## src/rtl/qacc_pkg.sv

```systemverilog
package qacc_pkg;

    localparam int          MASK_BITS  = 32;
    localparam int          SEL_W      = $clog2(MASK_BITS);
    localparam logic [7:0]  CMD_ENABLE = 8'h81;

    typedef enum logic [1:0] {
        ST_OFF   = 2'd0,
        ST_SCAN  = 2'd1,
        ST_CLOSE = 2'd2
    } acc_state_e;

    typedef enum logic {
        FMT_ZTERM = 1'b0,
        FMT_COUNT = 1'b1
    } list_fmt_e;

    // Next set mask bit strictly after cur, wrapping; returns cur if none other.
    function automatic logic [SEL_W-1:0] next_set(input logic [MASK_BITS-1:0] m,
                                                  input logic [SEL_W-1:0] cur);
        logic [SEL_W-1:0] r;
        logic             found;
        r     = cur;
        found = 1'b0;
        for (int i = 1; i <= MASK_BITS; i++) begin
            logic [SEL_W-1:0] c;
            c = cur + SEL_W'(i);
            if (!found && m[c]) begin
                r     = c;
                found = 1'b1;
            end
        end
        return r;
    endfunction

endpackage

```

## src/rtl/qacc_qsel.sv

```systemverilog
module qacc_qsel
    import qacc_pkg::*;
#(
    parameter int QW = 16
) (
    input  logic                 clk,
    input  logic                 rst,
    input  logic                 load,
    input  logic [MASK_BITS-1:0] load_mask,
    input  logic                 multi,
    input  logic [MASK_BITS-1:0] mask,
    input  logic [QW-1:0]        base_q,
    input  logic                 advance,
    output logic                 sel_ok,
    output logic [QW-1:0]        q_idx
);

    logic [SEL_W-1:0] sel;

    always_ff @(posedge clk) begin
        if (rst) begin
            sel <= '0;
        end else if (load) begin
            sel <= next_set(load_mask, SEL_W'(MASK_BITS - 1));
        end else if (advance && multi) begin
            sel <= next_set(mask, sel);
        end
    end

    assign sel_ok = multi ? (mask != '0) : 1'b1;
    assign q_idx  = multi ? (base_q + QW'(sel)) : base_q;


    sel_in_mask_chk: assert property (@(posedge clk) disable iff (rst)
        (advance && multi && !load) |-> mask[sel]);

endmodule

```

## src/rtl/qacc_pacer.sv

```systemverilog
module qacc_pacer #(
    parameter int TW = 16
) (
    input  logic          clk,
    input  logic          rst,
    input  logic          restart,
    input  logic          tick,
    input  logic [TW-1:0] limit,
    output logic          expired
);

    logic [TW-1:0] cnt;

    always_ff @(posedge clk) begin
        if (rst || restart) begin
            cnt <= '0;
        end else if (tick && (cnt != '1)) begin
            cnt <= cnt + TW'(1);
        end
    end

    assign expired = (cnt >= limit);


    expired_hold_chk: assert property (@(posedge clk) disable iff (rst)
        (expired && !restart) |=> expired);

endmodule

```

## src/rtl/qacc_listaddr.sv

```systemverilog
module qacc_listaddr #(
    parameter int AW = 16,
    parameter int EW = 8
) (
    input  logic [AW-1:0] list_base,
    input  logic [EW-1:0] max_e,
    input  logic          half,
    input  logic [EW-1:0] count,
    input  logic          count_fmt,
    input  logic          closing,
    output logic [AW-1:0] addr
);

    logic [AW-1:0] half_base;
    logic [EW:0]   off;

    always_comb begin
        half_base = list_base + (half ? AW'(max_e) : '0);
        if (closing) begin
            off = count_fmt ? '0 : {1'b0, count};
        end else begin
            off = {1'b0, count} + (count_fmt ? (EW+1)'(1) : '0);
        end
        addr = half_base + AW'(off);
    end

endmodule

```

## src/rtl/qacc_engine.sv

```systemverilog
module qacc_engine
    import qacc_pkg::*;
#(
    parameter int QW = 16,
    parameter int AW = 16,
    parameter int EW = 8,
    parameter int TW = 16,
    parameter int DW = 32,
    parameter int CW = 5
) (
    input  logic                 clk,
    input  logic                 rst,
    input  logic                 cfg_valid,
    input  logic [7:0]           cfg_cmd,
    input  logic [CW-1:0]        cfg_chan,
    input  logic [QW-1:0]        cfg_base_q,
    input  logic [MASK_BITS-1:0] cfg_mask,
    input  logic                 cfg_multi,
    input  logic                 cfg_count_fmt,
    input  logic [EW-1:0]        cfg_max_entries,
    input  logic [TW-1:0]        cfg_timer_count,
    input  logic [AW-1:0]        cfg_list_base,
    output logic                 q_rd_en,
    output logic [QW-1:0]        q_rd_idx,
    input  logic [DW-1:0]        q_rd_data,
    output logic                 mem_we,
    output logic [AW-1:0]        mem_addr,
    output logic [DW-1:0]        mem_wdata,
    input  logic                 timer_tick,
    output logic                 irq,
    output logic [CW-1:0]        irq_chan,
    output logic                 irq_half,
    output logic [EW-1:0]        irq_count
);

    typedef struct packed {
        logic [CW-1:0]        chan;
        logic [QW-1:0]        base_q;
        logic [MASK_BITS-1:0] mask;
        logic                 multi;
        list_fmt_e            fmt;
        logic [EW-1:0]        max_e;
        logic [TW-1:0]        tcount;
        logic [AW-1:0]        list_base;
    } acc_cfg_t;

    acc_cfg_t   cfg_q;
    acc_state_e state;
    logic       half;
    logic [EW-1:0] count;

    logic [EW-1:0] cap;
    logic          expired;
    logic          sel_ok;
    logic          close_now;
    logic          pop_now;
    logic          hit;
    logic          closing;
    logic          is_enable;

    assign is_enable = (cfg_cmd == CMD_ENABLE);
    assign cap       = (cfg_q.max_e == '0) ? '0 : (cfg_q.max_e - EW'(1));
    assign closing   = (state == ST_CLOSE);
    assign close_now = (state == ST_SCAN) && (count != '0) &&
                       ((count == cap) || expired);
    assign pop_now   = (state == ST_SCAN) && !close_now && sel_ok && (count < cap);
    assign hit       = pop_now && (q_rd_data != '0);

    always_ff @(posedge clk) begin
        if (rst) begin
            state <= ST_OFF;
            half  <= 1'b0;
            count <= '0;
            cfg_q <= '0;
        end else if (cfg_valid) begin
            half  <= 1'b0;
            count <= '0;
            if (is_enable) begin
                state           <= ST_SCAN;
                cfg_q.chan      <= cfg_chan;
                cfg_q.base_q    <= cfg_base_q;
                cfg_q.mask      <= cfg_mask;
                cfg_q.multi     <= cfg_multi;
                cfg_q.fmt       <= cfg_count_fmt ? FMT_COUNT : FMT_ZTERM;
                cfg_q.max_e     <= cfg_max_entries;
                cfg_q.tcount    <= cfg_timer_count;
                cfg_q.list_base <= cfg_list_base;
            end else begin
                state <= ST_OFF;
            end
        end else begin
            unique case (state)
                ST_SCAN: begin
                    if (close_now) begin
                        state <= ST_CLOSE;
                    end else if (hit) begin
                        count <= count + EW'(1);
                    end
                end
                ST_CLOSE: begin
                    state <= ST_SCAN;
                    half  <= ~half;
                    count <= '0;
                end
                default: state <= ST_OFF;
            endcase
        end
    end

    qacc_qsel #(.QW(QW)) u_qsel (
        .clk       (clk),
        .rst       (rst),
        .load      (cfg_valid),
        .load_mask (cfg_mask),
        .multi     (cfg_q.multi),
        .mask      (cfg_q.mask),
        .base_q    (cfg_q.base_q),
        .advance   (pop_now),
        .sel_ok    (sel_ok),
        .q_idx     (q_rd_idx)
    );

    qacc_pacer #(.TW(TW)) u_pacer (
        .clk     (clk),
        .rst     (rst),
        .restart (cfg_valid || closing),
        .tick    (timer_tick && (state != ST_OFF)),
        .limit   (cfg_q.tcount),
        .expired (expired)
    );

    qacc_listaddr #(.AW(AW), .EW(EW)) u_addr (
        .list_base (cfg_q.list_base),
        .max_e     (cfg_q.max_e),
        .half      (half),
        .count     (count),
        .count_fmt (cfg_q.fmt == FMT_COUNT),
        .closing   (closing),
        .addr      (mem_addr)
    );

    assign q_rd_en   = pop_now;
    assign mem_we    = hit || closing;
    assign mem_wdata = closing ? ((cfg_q.fmt == FMT_COUNT) ? DW'(count) : '0)
                               : q_rd_data;
    assign irq       = closing;
    assign irq_half  = half;
    assign irq_count = count;
    assign irq_chan  = cfg_q.chan;


    irq_pulse_chk: assert property (@(posedge clk) disable iff (rst)
        irq |=> !irq);


    irq_bounds_chk: assert property (@(posedge clk) disable iff (rst)
        irq |-> ((irq_count != '0) && (irq_count <= cap)));


    off_quiet_chk: assert property (@(posedge clk) disable iff (rst)
        (cfg_valid && !is_enable) |=> (!q_rd_en && !mem_we && !irq));


    half_flip_chk: assert property (@(posedge clk) disable iff (rst)
        (irq && !cfg_valid) |=> (irq_half != $past(irq_half)));

endmodule

```

## config.mk

```make
export PLATFORM = sky130hd
export DESIGN_NAME = qacc_engine
export DESIGN_NICKNAME = d
export VERILOG_FILES = /design/src/rtl/qacc_pkg.sv /design/src/rtl/qacc_qsel.sv /design/src/rtl/qacc_pacer.sv /design/src/rtl/qacc_listaddr.sv /design/src/rtl/qacc_engine.sv
export SDC_FILE = /design/constraint.sdc
export NUM_CORES = 1
export LEC_CHECK = 0
export BUFFER_PORTS_ARGS = -buffer_cell sky130_fd_sc_hd__buf_2
export CELL_PAD_IN_SITES_DETAIL_PLACEMENT = 0
export CELL_PAD_IN_SITES_GLOBAL_PLACEMENT = 1
export CORE_ASPECT_RATIO = 1.2
export CORE_MARGIN = 2
export CORE_UTILIZATION = 44
export CTS_CLUSTER_SIZE = 20
export DETAILED_ROUTE_END_ITERATION = 8
export MAX_ROUTING_LAYER = met4
export PLACE_DENSITY = 0.89
export SYNTH_ARGS = -nofsm -noshare
export SYNTH_HDL_FRONTEND = slang
export SYNTH_SLANG_ARGS = --single-unit
```

## constraint.sdc

```tcl
create_clock -name clk -period 7.3 [get_ports clk]
set_input_delay 0 -clock clk [delete_from_list [all_inputs] [get_ports clk]]
set_output_delay 0 -clock clk [all_outputs]
set_load 0.03 [all_outputs]
```

# Word level (Yosys, flattened, before mapping)

Cells that the tools add are included.

$lt $le $gt $ge: 34
Bitwise logic cells: 1
Eq/ne operators: 9
Muxes and demuxes: 364
Add/sub/neg operators: 38
Reductions and logical operators: 150

Operator list:

| kind                                                                          | number |
|---|---|
| 5-bit two-way mux                                                             | 66 |
| 1-bit two-way mux                                                             | 253 |
| 5-bit by 6-bit less-than comparator with 1-bit output (second input constant) | 32 |
| 1-bit binary-select mux with 5-bit select                                     | 32 |
| 32-bit nonzero test                                                           | 3 |
| 5-bit adder (second input constant)                                           | 16 |
| 1-bit logical AND                                                             | 71 |
| 1-bit logical NOT                                                             | 63 |
| 8-bit two-way mux                                                             | 6 |
| 5-bit by 4-bit adder with 5-bit output (second input constant)                | 8 |
| 32-bit two-way mux                                                            | 1 |
| 5-bit by 3-bit adder with 5-bit output (second input constant)                | 4 |
| 16-bit by 1-bit adder with 16-bit output (second input constant)              | 1 |
| 16-bit adder                                                                  | 1 |
| 16-bit by 5-bit adder with 16-bit output                                      | 1 |
| 16-bit by 9-bit adder with 16-bit output                                      | 1 |
| 16-bit >= comparator                                                          | 1 |
| 16-bit two-way mux                                                            | 1 |
| 16-bit != test (second input constant)                                        | 1 |
| 8-bit case mux with 2 select lines                                            | 1 |
| 5-bit by 2-bit adder with 5-bit output (second input constant)                | 2 |
| 8-bit by 9-bit adder with 9-bit output                                        | 1 |
| 9-bit two-way mux                                                             | 1 |
| 8-bit by 1-bit adder with 8-bit output (second input constant)                | 1 |
| 19 further kinds                                                              | 28 |

Input bits: 139
Register bits after elaboration: 127
Output and inout port bits: 81
Logic and storage cells: 609

# Longest topological paths before layout

Gate-level depths: netlist of run 1.

Depth after elaboration: 198
Mapped depth: 22
Gate-level depth less buffers: 22

# Hierarchy

A second synthesis of run 1 with hierarchy kept.

Cells, all modules: 1777
Area, all modules: 14281.2 µm²

By module, submodules not included:

| module        | area each (µm²) | cells each | instances |
|---|---|---|---|
| qacc_qsel     | 7516.0          | 907        | 1 |
| qacc_engine   | 4647.0          | 605        | 1 |
| qacc_pacer    | 1214.9          | 148        | 1 |
| qacc_listaddr | 903.4           | 117        | 1 |

# Worst setup path after synthesis of run 1

Ideal clock, no wire load.

Path kind: register -> register
Start: register u_qsel.sel[1]
End: register u_qsel.sel[1]
Period minus slack after synthesis: 5547 ps
Path buffers: 4
Slack: 1753 ps
Cell stages (with the launch flop): 18
Arrival time: 5420 ps
Data required time: 7173 ps
Cells stage by stage: dfxtp_1 clkbuf_1 clkinv_1 buf_1 ha_1 buf_2 buf_1 mux4_2 mux4_2 mux2i_1 and2b_1 and4_4 nand3_4 or3_4 a31oi_4 nand3b_1 nor2_1 or3_1

Longest elaborated chain between the ends: 191

RTL lines:

| element                                   | line            | RTL |
|---|---|---|
| start, declared                           | qacc_qsel.sv:18 | `logic [SEL_W-1:0] sel;` |
| start signal, assigned                    | qacc_qsel.sv:24 | `sel <= next_set(load_mask, SEL_W'(MASK_BITS - 1));` |
| start signal, assigned                    | qacc_qsel.sv:26 | `sel <= next_set(mask, sel);` |
| 5-bit by 1-bit adder with 5-bit output    | qacc_pkg.sv:27  | `c = cur + SEL_W'(i);` |
| 1-bit binary-select mux with 5-bit select | qacc_pkg.sv:28  | `if (!found && m[c]) begin` |
| 1-bit two-way mux (not written as such)   | qacc_pkg.sv:28  |  |
| 1-bit two-way mux                         | qacc_pkg.sv:28  |  |
| 1-bit two-way mux                         | qacc_qsel.sv:25 | `end else if (advance && multi) begin` |
| 1-bit two-way mux                         | qacc_qsel.sv:23 | `end else if (load) begin` |
| 1-bit two-way mux                         | qacc_qsel.sv:21 | `if (rst) begin` |
| 1-bit logical NOT                         | qacc_pkg.sv:28  |  |
| (+175 left out)                           | -               |  |
| 1-bit two-way mux                         | qacc_pkg.sv:28  |  |
| 1-bit two-way mux                         | qacc_qsel.sv:25 |  |
| 1-bit two-way mux                         | qacc_qsel.sv:23 |  |
| 1-bit two-way mux                         | qacc_qsel.sv:21 |  |
| 1-bit logical NOT                         | qacc_pkg.sv:28  |  |
| 1-bit logical AND                         | qacc_pkg.sv:28  |  |
| 2-bit != test (no source line)            | -               |  |
| 3-bit AND reduction (no source line)      | -               |  |

Several ways; a longest one is shown, not always the timed one. The select of a mux whose other input is x is not followed.
A chain may end at the register's enable or synchronous reset.

# Worst setup path after layout of run 1

Start: register u_qsel.sel[0]
End: register u_qsel.sel[3]

Same word-level chain as after synthesis.

==> results.sh, run 1 <==
export IMPL_outcome="finished clean"
export IMPL_critPathSlowestCell="dfxtp_4"
export IMPL_maxCapViolCount=0
export IMPL_die_area_sq_um=32500
export IMPL_synth_cells=1690
export IMPL_setup_tns_ps=0
export IMPL_die_height_microns=197
export IMPL_slew_limit_headroom=0.252
export IMPL_fin_util=0.555
export IMPL_power_mw=2.49
export IMPL_finalSetupViolCount=0
export IMPL_io_buffers=219
export IMPL_ys_flop_type="dfxtp_1"
export IMPL_p_leak_nw=6.83
export IMPL_hold_violations=0
export IMPL_worst_endpoint_arrival_ps=6380
export IMPL_fillers=2779
export IMPL_start_kind="register"
export IMPL_synth_area_per_cell_sq_um=8.09
export IMPL_vias=15048
export IMPL_placed_cells=2250
export IMPL_placed_area_sq_um=15200
export IMPL_synth_top_cell_area_share=0.186
export IMPL_syn_area_sq_um=13700
export IMPL_crit_chain="inv_1 > ha_1 > buf_4 > mux4_2 > mux4_2 > mux2i_1 > nand4_1 > or4_1 > buf_4 > a211oi_1 > nor3_1 > a2111o_1 > a21oi_1 > o22ai_1 > o31ai_1"
export IMPL_syn_num_nets=1902
export IMPL_ys_seq_area_frac=0.186
export IMPL_drtIter0Drc=1173
export IMPL_drv_slew=0
export IMPL_clockBufferDepth=2
export IMPL_drt_wl_total_mm=59.3
export IMPL_num_rows=70
export IMPL_syn2layout_area_growth_pct=24.1
export IMPL_core_sq_um=30600
export IMPL_critPathKind="register to register"
export IMPL_critPathMaxStageDelay_ps=690
export IMPL_start_util=0.447
export IMPL_grt_max_degree=97
export IMPL_fin_crit_ps=6040
export IMPL_netlist_top_cells_area="dfxtp_1 (19%), mux4_2 (14%), nand2_1 (7.9%), ha_1 (5.8%), a21oi_1 (5.6%)"
export IMPL_yosys_area_top_type="dfxtp_1"
export IMPL_post_cts_resized=0
export IMPL_ir_drop_v=0.000138
export IMPL_timing_final_crit_share=0.828
export IMPL_yosysWarningCount=0
export IMPL_vias_per_cell=6.27
export IMPL_cts_max_level=4
export IMPL_clock_sinks=127
export IMPL_critical_path_required_ps=7640
export IMPL_place_congestion=1.01
export IMPL_rsz0062_at_grt="no"
export IMPL_finClkSkew_ps=10.2
export IMPL_hold_ws_ps=5.08
export IMPL_max_freq_mhz=166
export IMPL_ant_nets=0
export IMPL_ios=220
export IMPL_cpLargestDelayFamily="multiplexers"
export IMPL_nets=2199
export IMPL_first_pass_iters=8
export IMPL_end_kind="register"
export IMPL_layout_drive_gt1_share=0.222
export IMPL_cts_buffers=17
export IMPL_async_flop_share=0
export IMPL_cp_max_fo=38
export IMPL_grt_usage=0.378
export IMPL_final_cells=2399
export IMPL_clockRootBuffer="clkbuf_16"
export IMPL_stdcell_area_sq_um=17000
export IMPL_yosysUniqueCellTypes=97
export IMPL_clk_pin_slew_worst_paths_ps=60
export IMPL_grt_pass1_wl_mm=89.6
export IMPL_crit_buf_inv=3
export IMPL_hold_path_class="primary input to register"
export IMPL_ys_ff_latch=127
export IMPL_drc=0
export IMPL_place_ws_ps=1390
export IMPL_antenna_found_initial=3
export IMPL_synth_edf_count=0
export IMPL_clock_latency_ps=420
export IMPL_p_per_area_nw_per_um2=147
export IMPL_grt_pass1_vias=14985
export IMPL_cts_tree="yes"
export IMPL_grt_remaining_overflow=0
export IMPL_post_drt_wl_per_cell_microns=24.7
export IMPL_dp_hpwl_mm=44.5
export IMPL_worst_slew_pin_slew_ps=1090
export IMPL_setup_ws_ps=1260
export IMPL_fp_dieW_microns=165
[cells in the mapped netlist, types with 9 or more instances]
library cell and instances:
a211oi_1 9, a21boi_0 11, a21o_1 9, a21oi_1 153, a22oi_1 15, a31oi_1 9
and2_1 14, and3_1 11, buf_2 14, clkbuf_1 68, dfxtp_1 127, fa_1 10
ha_1 63, inv_1 83, mux2_2 29, mux2i_1 68, mux4_2 87, nand2_1 289
nand2b_1 18, nand3_1 38, nand4_1 27, nor2_1 113, nor2b_1 37, nor3_1 37
nor4_1 34, o211ai_1 10, o21a_1 11, o21ai_0 37, or3_1 9, xnor2_1 52
xor2_1 23
[per-layer routing]
layer,track usage,part of all wire
met5,-,0
met4,0.256,0.082
met3,0.0512,0.065
met2,0.652,0.50
met1,0.399,0.36
[worst reg2reg max path, delay by kind of cell (launching register included)]
kind	cells	cell delay (ps)
DFF	1	690
buffers and inverters	3	660
and+or+nand+nor	3	1150
adders and majority gates	1	650
AOI/OAI and AO/OA	5	1180
muxes	3	1630
[flip-flops by register name (all words and copies together), names as in the netlist]
signal       count
irq_count        8
state            2
irq_half         1
irq_chan         5
cfg_q           90
u_qsel.sel       5
u_pacer.cnt     16
[cell type report]
class | count | area, sq um | share of cell area
timing repair buffer | 380 | 2590 | 0.153
multi-input combinational | 1374 | 10300 | 0.610
antenna | 3 | 7.51 | 0.000442
clock inverter | 11 | 186 | 0.0110
inverter | 87 | 327 | 0.0192
clock buffer | 21 | 460 | 0.0271
sequential | 127 | 2550 | 0.150
tap | 396 | 495 | 0.0292
[cell families after synthesis]
logic type | Yosys count | synth area share
adders and majority gates | 73 | 0.0723
DFF | 127 | 0.186
and+or+nand+nor | 670 | 0.235
muxes | 191 | 0.224
buffers and inverters | 189 | 0.0594
xor gates and xnor gates | 76 | 0.0492
AOI/OAI and AO/OA | 364 | 0.174
[placed cells by master, fill, tap and decap left out, types with 18 or more instances in the layout]
cell | netlist | routed
nand2_1 | 289 | 289
nor4_1 | 34 | 34
nand3_1 | 38 | 38
buf_4 | 7 | 48
inv_1 | 83 | 83
nor2_1 | 113 | 113
xor2_1 | 23 | 22
buf_2 | 14 | 218
nand2b_1 | 18 | 18
dfxtp_1 | 127 | 125
nor3_1 | 37 | 36
xnor2_1 | 52 | 50
o21ai_0 | 37 | 37
mux2_2 | 29 | 29
mux4_2 | 87 | 87
nor2b_1 | 37 | 37
ha_1 | 63 | 63
mux2i_1 | 68 | 68
a21oi_1 | 153 | 153
dlygate4sd3_1 | 0 | 114
nand4_1 | 27 | 27
[where the power goes]
group,internal [mW],total [mW],switching [mW],leakage (nW)
registers,0.697,0.715,0.0174,1.02
logic,0.313,0.828,0.515,5.49
clock network,0.622,0.949,0.327,0.317
total,1.63,2.49,0.859,6.83
[repair_timing]
action,4_1_cts,5_1_grt
hold buffers,114,0
buffers inserted,0,0
endpoints found under the hold margin,95,0
[worst paths after layout]
check	start	to	slack (ps)	cells past startpoint
max	u_qsel.sel[0]$_SDFFE_PP0P_	u_qsel.sel[3]$_SDFFE_PP0P_	1260	15
min	rst	cfg_q[11]$_SDFFE_PP0P_	5	2
max reg2reg	u_qsel.sel[0]$_SDFFE_PP0P_	u_qsel.sel[3]$_SDFFE_PP0P_	1260	15
min reg2reg	irq_chan[3]$_SDFFE_PP0P_	irq_chan[3]$_SDFFE_PP0P_	450	2
(Power assumes the default switching activity.)
==> run 2, diff against run 1 <==
Clock period 7.3 ns to 5.7 ns, I/O delays scaled along.
==> run 2 against run 1 <==
Compared with the run above:
- register-to-register slack worse by 990 ps
- combinational power up 33%
- sequential share of layout area down 0.067 points
- hold slack better by 23 ps
- via count up 1.6%
- critical path depth unchanged
- global-route usage up 0.31 points
- fmax up 11%
- flip-flop and latch count unchanged
- core utilization up 0.25 points
- wire length up 0.76%
- non-clock buffer count up 22
==> results.sh, run 2 (synthesis gave the netlist of run 1 again) <==
export IMPL_die_height_microns=197
export IMPL_placed_area_sq_um=15300
export IMPL_cts_buffers=17
export IMPL_ir_drop_v=0.000169
export IMPL_reg2reg_to="u_qsel.sel[2]$_SDFFE_PP0P_"
export IMPL_top_usage_layer="met2"
export IMPL_critPathKind="register to register"
export IMPL_crit_start="u_qsel.sel[2]$_SDFFE_PP0P_"
export IMPL_grt_use_met1=0.402
export IMPL_fin_crit_ps=5430
export IMPL_hold_violations=0
export IMPL_seqCellArea_sq_um=2550
export IMPL_end_kind="register"
export IMPL_clockBufferDepth=2
export IMPL_place_ws_ps=353
export IMPL_finalSetupViolCount=0
export IMPL_mostFrequentLayoutCells="nand2_1 (289), buf_2 (218), a21oi_1 (153), dfxtp_1 (125), dlygate4sd3_1 (114)"
export IMPL_cp_max_fo=23
export IMPL_grt_max_degree=97
export IMPL_nets=2221
export IMPL_cts_tree="yes"
export IMPL_start_kind="register"
export IMPL_multi_input_area_sq_um=10300
export IMPL_timing_rr_start="u_qsel.sel[2]$_SDFFE_PP0P_"
export IMPL_vias=15295
export IMPL_largest_register_ffs=90
export IMPL_grt_remaining_overflow=0
export IMPL_outcome="finished clean"
export IMPL_timing_final_crit_share=0.953
export IMPL_ant_nets=0
export IMPL_vias_per_cell=6.32
export IMPL_setup_tns_ps=0
export IMPL_clockRootBuffer="clkbuf_16"
export IMPL_finClkSkew_ps=12.0
export IMPL_drv_slew=0
export IMPL_maxCapViolCount=0
export IMPL_worst_slew_pin_slew_ps=1140
export IMPL_num_rows=70
export IMPL_start_util=0.447
export IMPL_top_register="cfg_q"
export IMPL_ff2ff_setup_slack_ps=270
export IMPL_post_cts_resized=0
export IMPL_cts_max_level=4
export IMPL_antenna_found_initial=3
export IMPL_syn2layout_area_growth_pct=24.7
export IMPL_first_pass_iters=8
export IMPL_rsz0062_at_grt="no"
export IMPL_fp_dieW_microns=165
export IMPL_slew_limit_headroom=0.217
export IMPL_p_leak_nw=6.89
export IMPL_drt_wl_total_mm=59.8
export IMPL_drc=0
export IMPL_final_common_cell="nand2_1"
export IMPL_core_sq_um=30600
export IMPL_post_drt_wl_per_cell_microns=24.7
export IMPL_setup_ws_ps=268
export IMPL_grt_pass1_vias=15155
export IMPL_ios=220
export IMPL_stdcell_area_sq_um=17000
export IMPL_grt_usage=0.381
export IMPL_grt_pass1_wl_mm=90.3
export IMPL_clk_pin_slew_worst_paths_ps=60
export IMPL_critical_path_required_ps=6010
export IMPL_clock_sinks=127
export IMPL_place_congestion=1.08
export IMPL_worst_endpoint_arrival_ps=5740
export IMPL_power_mw=3.02
export IMPL_hold_path_class="primary input to register"
export IMPL_io_buffers=219
export IMPL_layout_drive_gt1_share=0.231
export IMPL_dp_hpwl_mm=44.9
export IMPL_fillers=2807
export IMPL_clock_latency_ps=430
export IMPL_reg2reg_depth=15
export IMPL_grt_use_met2=0.644
export IMPL_grt_use_met3=0.0609
export IMPL_drtIter0Drc=1459
export IMPL_max_freq_mhz=184
export IMPL_crit_end="u_qsel.sel[2]$_SDFFE_PP0P_"
export IMPL_die_area_sq_um=32500
export IMPL_largestRegisters="cfg_q x90, u_pacer.cnt x16, irq_count x8"
export IMPL_p_per_area_nw_per_um2=177
run 2: worst min-delay path by stage:
stage,startpoint,to,slack (ps),depth (start not counted)
6_report,rst,u_qsel.sel[2]$_SDFFE_PP0P_,30,2
5_1_grt,rst,u_qsel.sel[2]$_SDFFE_PP0P_,50,2
4_1_cts,rst,u_qsel.sel[2]$_SDFFE_PP0P_,20,2
3_5_place_dp,cfg_list_base[8],cfg_q[8]$_SDFFE_PP0P_,250,3
3_3_place_gp,cfg_timer_count[11],cfg_q[27]$_SDFFE_PP0P_,240,3
2_1_floorplan,cfg_timer_count[1],cfg_q[17]$_SDFFE_PP0P_,140,2
run 2: cell type report:
cell class              count  share of cell area
clock buffers              18              0.0258
multi-input cells        1374               0.607
well taps                 396              0.0291
repair buffers            402               0.164
inverters                  87              0.0192
diodes                      3            0.000440
clock inverters            14             0.00551
flip-flops and latches    127               0.149
run 2: where the power goes:
group          total, mW  switching, mW  internal [mW]
sequential         0.913         0.0205          0.893
combinational       1.10          0.672          0.431
clock               1.01          0.444          0.564
run 2: metal layers:
| metal | share of wire | vias up | routed length [microns] |
|---|---|---|---|
| met4 | 0.085 | 0 | 5070 |
| met3 | 0.080 | 281 | 4760 |
| met1 | 0.34 | 7278 | 20600 |
| li1 | - | 6837 | - |
| met5 | 0 | - | 0 |
| met2 | 0.49 | 899 | 29400 |
run 2: critical path: stages (launching register included):
cell       delay, ps
dfxtp_1          370
buf_4            380
ha_1             730
a21boi_0         290
nor2_1           400
mux4_2           650
a21oi_2          210
nand4_1          300
buf_4            270
or4_1            540
o2111a_1         220
a2111oi_0        430
buf_4            180
o21ai_1           60
a31oi_1          170
o32ai_1           90
run 2: metrics by stage:
step | cells | utilization | hold slack, ps
final | 2421 | 0.558 | 28.1
after global placement | 2271 | 0.502 | 240
after floorplan | 1690 | - | 136
after detailed placement | 2271 | 0.502 | 246
after global routing | 2420 | 0.557 | 49.7
after CTS | 2417 | 0.556 | 16.5
run 2: repair_timing:
| action | in CTS | in global routing |
|---|---|---|
| hold endpoints to repair | 95 | 0 |
| hold buffers | 114 | 0 |
| setup endpoints to repair | 0 | 1 |
| setup buffers | 0 | 1 |
==> run 3, diff against run 2 <==
Settings changed: BUFFER_PORTS_ARGS -buffer_cell sky130_fd_sc_hd__buf_2 to unset, CORE_UTILIZATION 44 to 49, DONT_BUFFER_PORTS set to 1, PLACE_DENSITY 0.89 to 0.88.
==> run 3 against run 2 <==
Compared with the run above:
- non-clock buffer count fell by 229
- hold slack got worse by 25 ps
- core utilization rose by 1.7 points
- first-iteration DRC count fell by 16%
- critical path type unchanged
- flip-flop and latch count did not move
- register-to-register slack got worse by 130 ps
- largest power group is now the clock network
- wire length fell by 6.2%
- critical endpoint is now u_qsel.sel[0]$_SDFFE_PP0P_
- clock-buffer cell count did not move
- fmax fell by 2.3%
- sequential power fell by 0.9%
==> results.sh, run 3 (synthesis gave the netlist of run 1 again) <==
export IMPL_outcome="finished clean"
export IMPL_place_congestion=1.10
export IMPL_fp_dieW_microns=156
export IMPL_place_ws_ps=491
export IMPL_p_leak_nw=5.90
export IMPL_setup_ws_ps=141
export IMPL_die_height_microns=187
export IMPL_maxCapViolCount=0
export IMPL_postCtsSetupBuffers=0
export IMPL_first_pass_iters=5
export IMPL_worst_slew_pin_slew_ps=1080
export IMPL_drv_slew=0
export IMPL_vias_per_cell=6.64
export IMPL_slew_limit_headroom=0.279
export IMPL_max_freq_mhz=180
export IMPL_hold_path_class="primary input to register"
export IMPL_rsz0062_at_grt="no"
export IMPL_die_area_sq_um=29300
export IMPL_num_rows=67
export IMPL_layout_drive_gt1_share=0.144
export IMPL_clk_pin_slew_worst_paths_ps=60
export IMPL_grt_usage=0.392
export IMPL_cts_tree="yes"
export IMPL_worst_endpoint_arrival_ps=5920
export IMPL_timing_final_crit_share=0.975
export IMPL_start_util=0.494
export IMPL_drtIter0Drc=1227
export IMPL_ir_drop_v=0.000197
export IMPL_finClkSkew_ps=9.28
export IMPL_final_cells=2147
export IMPL_critPathKind="register to register"
export IMPL_core_sq_um=27700
export IMPL_grt_remaining_overflow=0
export IMPL_top_register="cfg_q"
export IMPL_p_per_area_nw_per_um2=194
export IMPL_cp_max_fo=16
export IMPL_end_kind="register"
export IMPL_drt_wl_total_mm=56.0
export IMPL_grt_pass1_wl_mm=84.3
export IMPL_dp_hpwl_mm=42.1
export IMPL_largestRegisters="cfg_q x90, u_pacer.cnt x16, irq_count x8"
export IMPL_grt_pass1_vias=14277
export IMPL_final_common_cell="nand2_1"
export IMPL_post_drt_wl_per_cell_microns=26.1
export IMPL_placed_cells=2007
export IMPL_critical_path_required_ps=6060
export IMPL_clockRootBuffer="clkbuf_16"
export IMPL_nets=1992
export IMPL_syn2layout_area_growth_pct=16.3
export IMPL_antenna_found_initial=5
export IMPL_io_buffers=0
export IMPL_setup_tns_ps=0
export IMPL_ios=220
export IMPL_clockBufferDepth=2
export IMPL_clock_sinks=127
export IMPL_ant_nets=0
export IMPL_clock_latency_ps=420
export IMPL_ff2ff_setup_slack_ps=140
export IMPL_fin_crit_ps=5560
export IMPL_fillers=2486
export IMPL_vias=14263
export IMPL_power_mw=3.08
export IMPL_cts_buffers=17
export IMPL_grt_max_degree=104
export IMPL_start_kind="register"
export IMPL_mostFrequentLayoutCells="nand2_1 (289), a21oi_1 (153), dfxtp_1 (125), nor2_1 (113), dlygate4sd3_1 (98)"
export IMPL_cts_max_level=4
export IMPL_drc=0
export IMPL_hold_violations=0
export IMPL_finalSetupViolCount=0
export IMPL_largest_register_ffs=90
export IMPL_hold_ws_ps=2.83
-- run 3: routing by layer --
layer  wire (microns)  up-vias  GRT usage
met3             4460      277     0.0732
met4             5710        0      0.319
met2            26900      878      0.645
li1                 -     6401          -
met1            18900     6707      0.406
met5                0        -          -
-- run 3: worst max-delay path: stages (launching register included) --
cell	delay, ps
dfxtp_1	720
buf_4	310
buf_4	270
a21oi_1	80
xnor2_1	710
mux2i_1	440
mux2i_1	210
nand4_1	210
buf_4	220
or3_1	350
or4_1	230
nor2b_1	90
nor4_1	340
nand3b_1	150
or4_1	420
a31oi_1	170
dlygate4sd3_1	570
-- run 3: repair_timing --
item | CTS | global route
resized for setup | 0 | 3
hold endpoints to repair | 106 | 0
hold buffers | 99 | 0
setup endpoints to repair | 0 | 1
-- run 3: worst paths after layout --
check / startpoint / endpoint / cells after the start
max: u_qsel.sel[3]$_SDFFE_PP0P_ / u_qsel.sel[0]$_SDFFE_PP0P_ / 16
min: rst / cfg_q[21]$_SDFFE_PP0P_ / 2
max reg2reg: u_qsel.sel[3]$_SDFFE_PP0P_ / u_qsel.sel[0]$_SDFFE_PP0P_ / 16
min reg2reg: cfg_q[6]$_SDFFE_PP0P_ / cfg_q[6]$_SDFFE_PP0P_ / 2
-- run 3: area by class of cell --
type	count	area (sq um)	area share
antenna	10	25.0	0.00157
tap	345	432	0.0272
sequential	127	2550	0.160
timing repair buffer	173	1580	0.0992
clock buffer	18	439	0.0276
clock inverter	13	189	0.0119
multi-input combinational	1374	10400	0.652
inverter	87	327	0.0205
-- run 3: power by group --
part	switching (mW)	internal, mW
sequential	0.0124	0.893
combinational	0.624	0.381
clock	0.424	0.743
-- run 3: metrics by stage --
| step | util | cell area [sq um] |
|---|---|---|
| after floorplan | - | 13700 |
| after global routing | 0.575 | 15900 |
| final | 0.575 | 15900 |
| after global placement | 0.514 | 14200 |
| after detailed placement | 0.514 | 14200 |
| after CTS | 0.573 | 15900 |
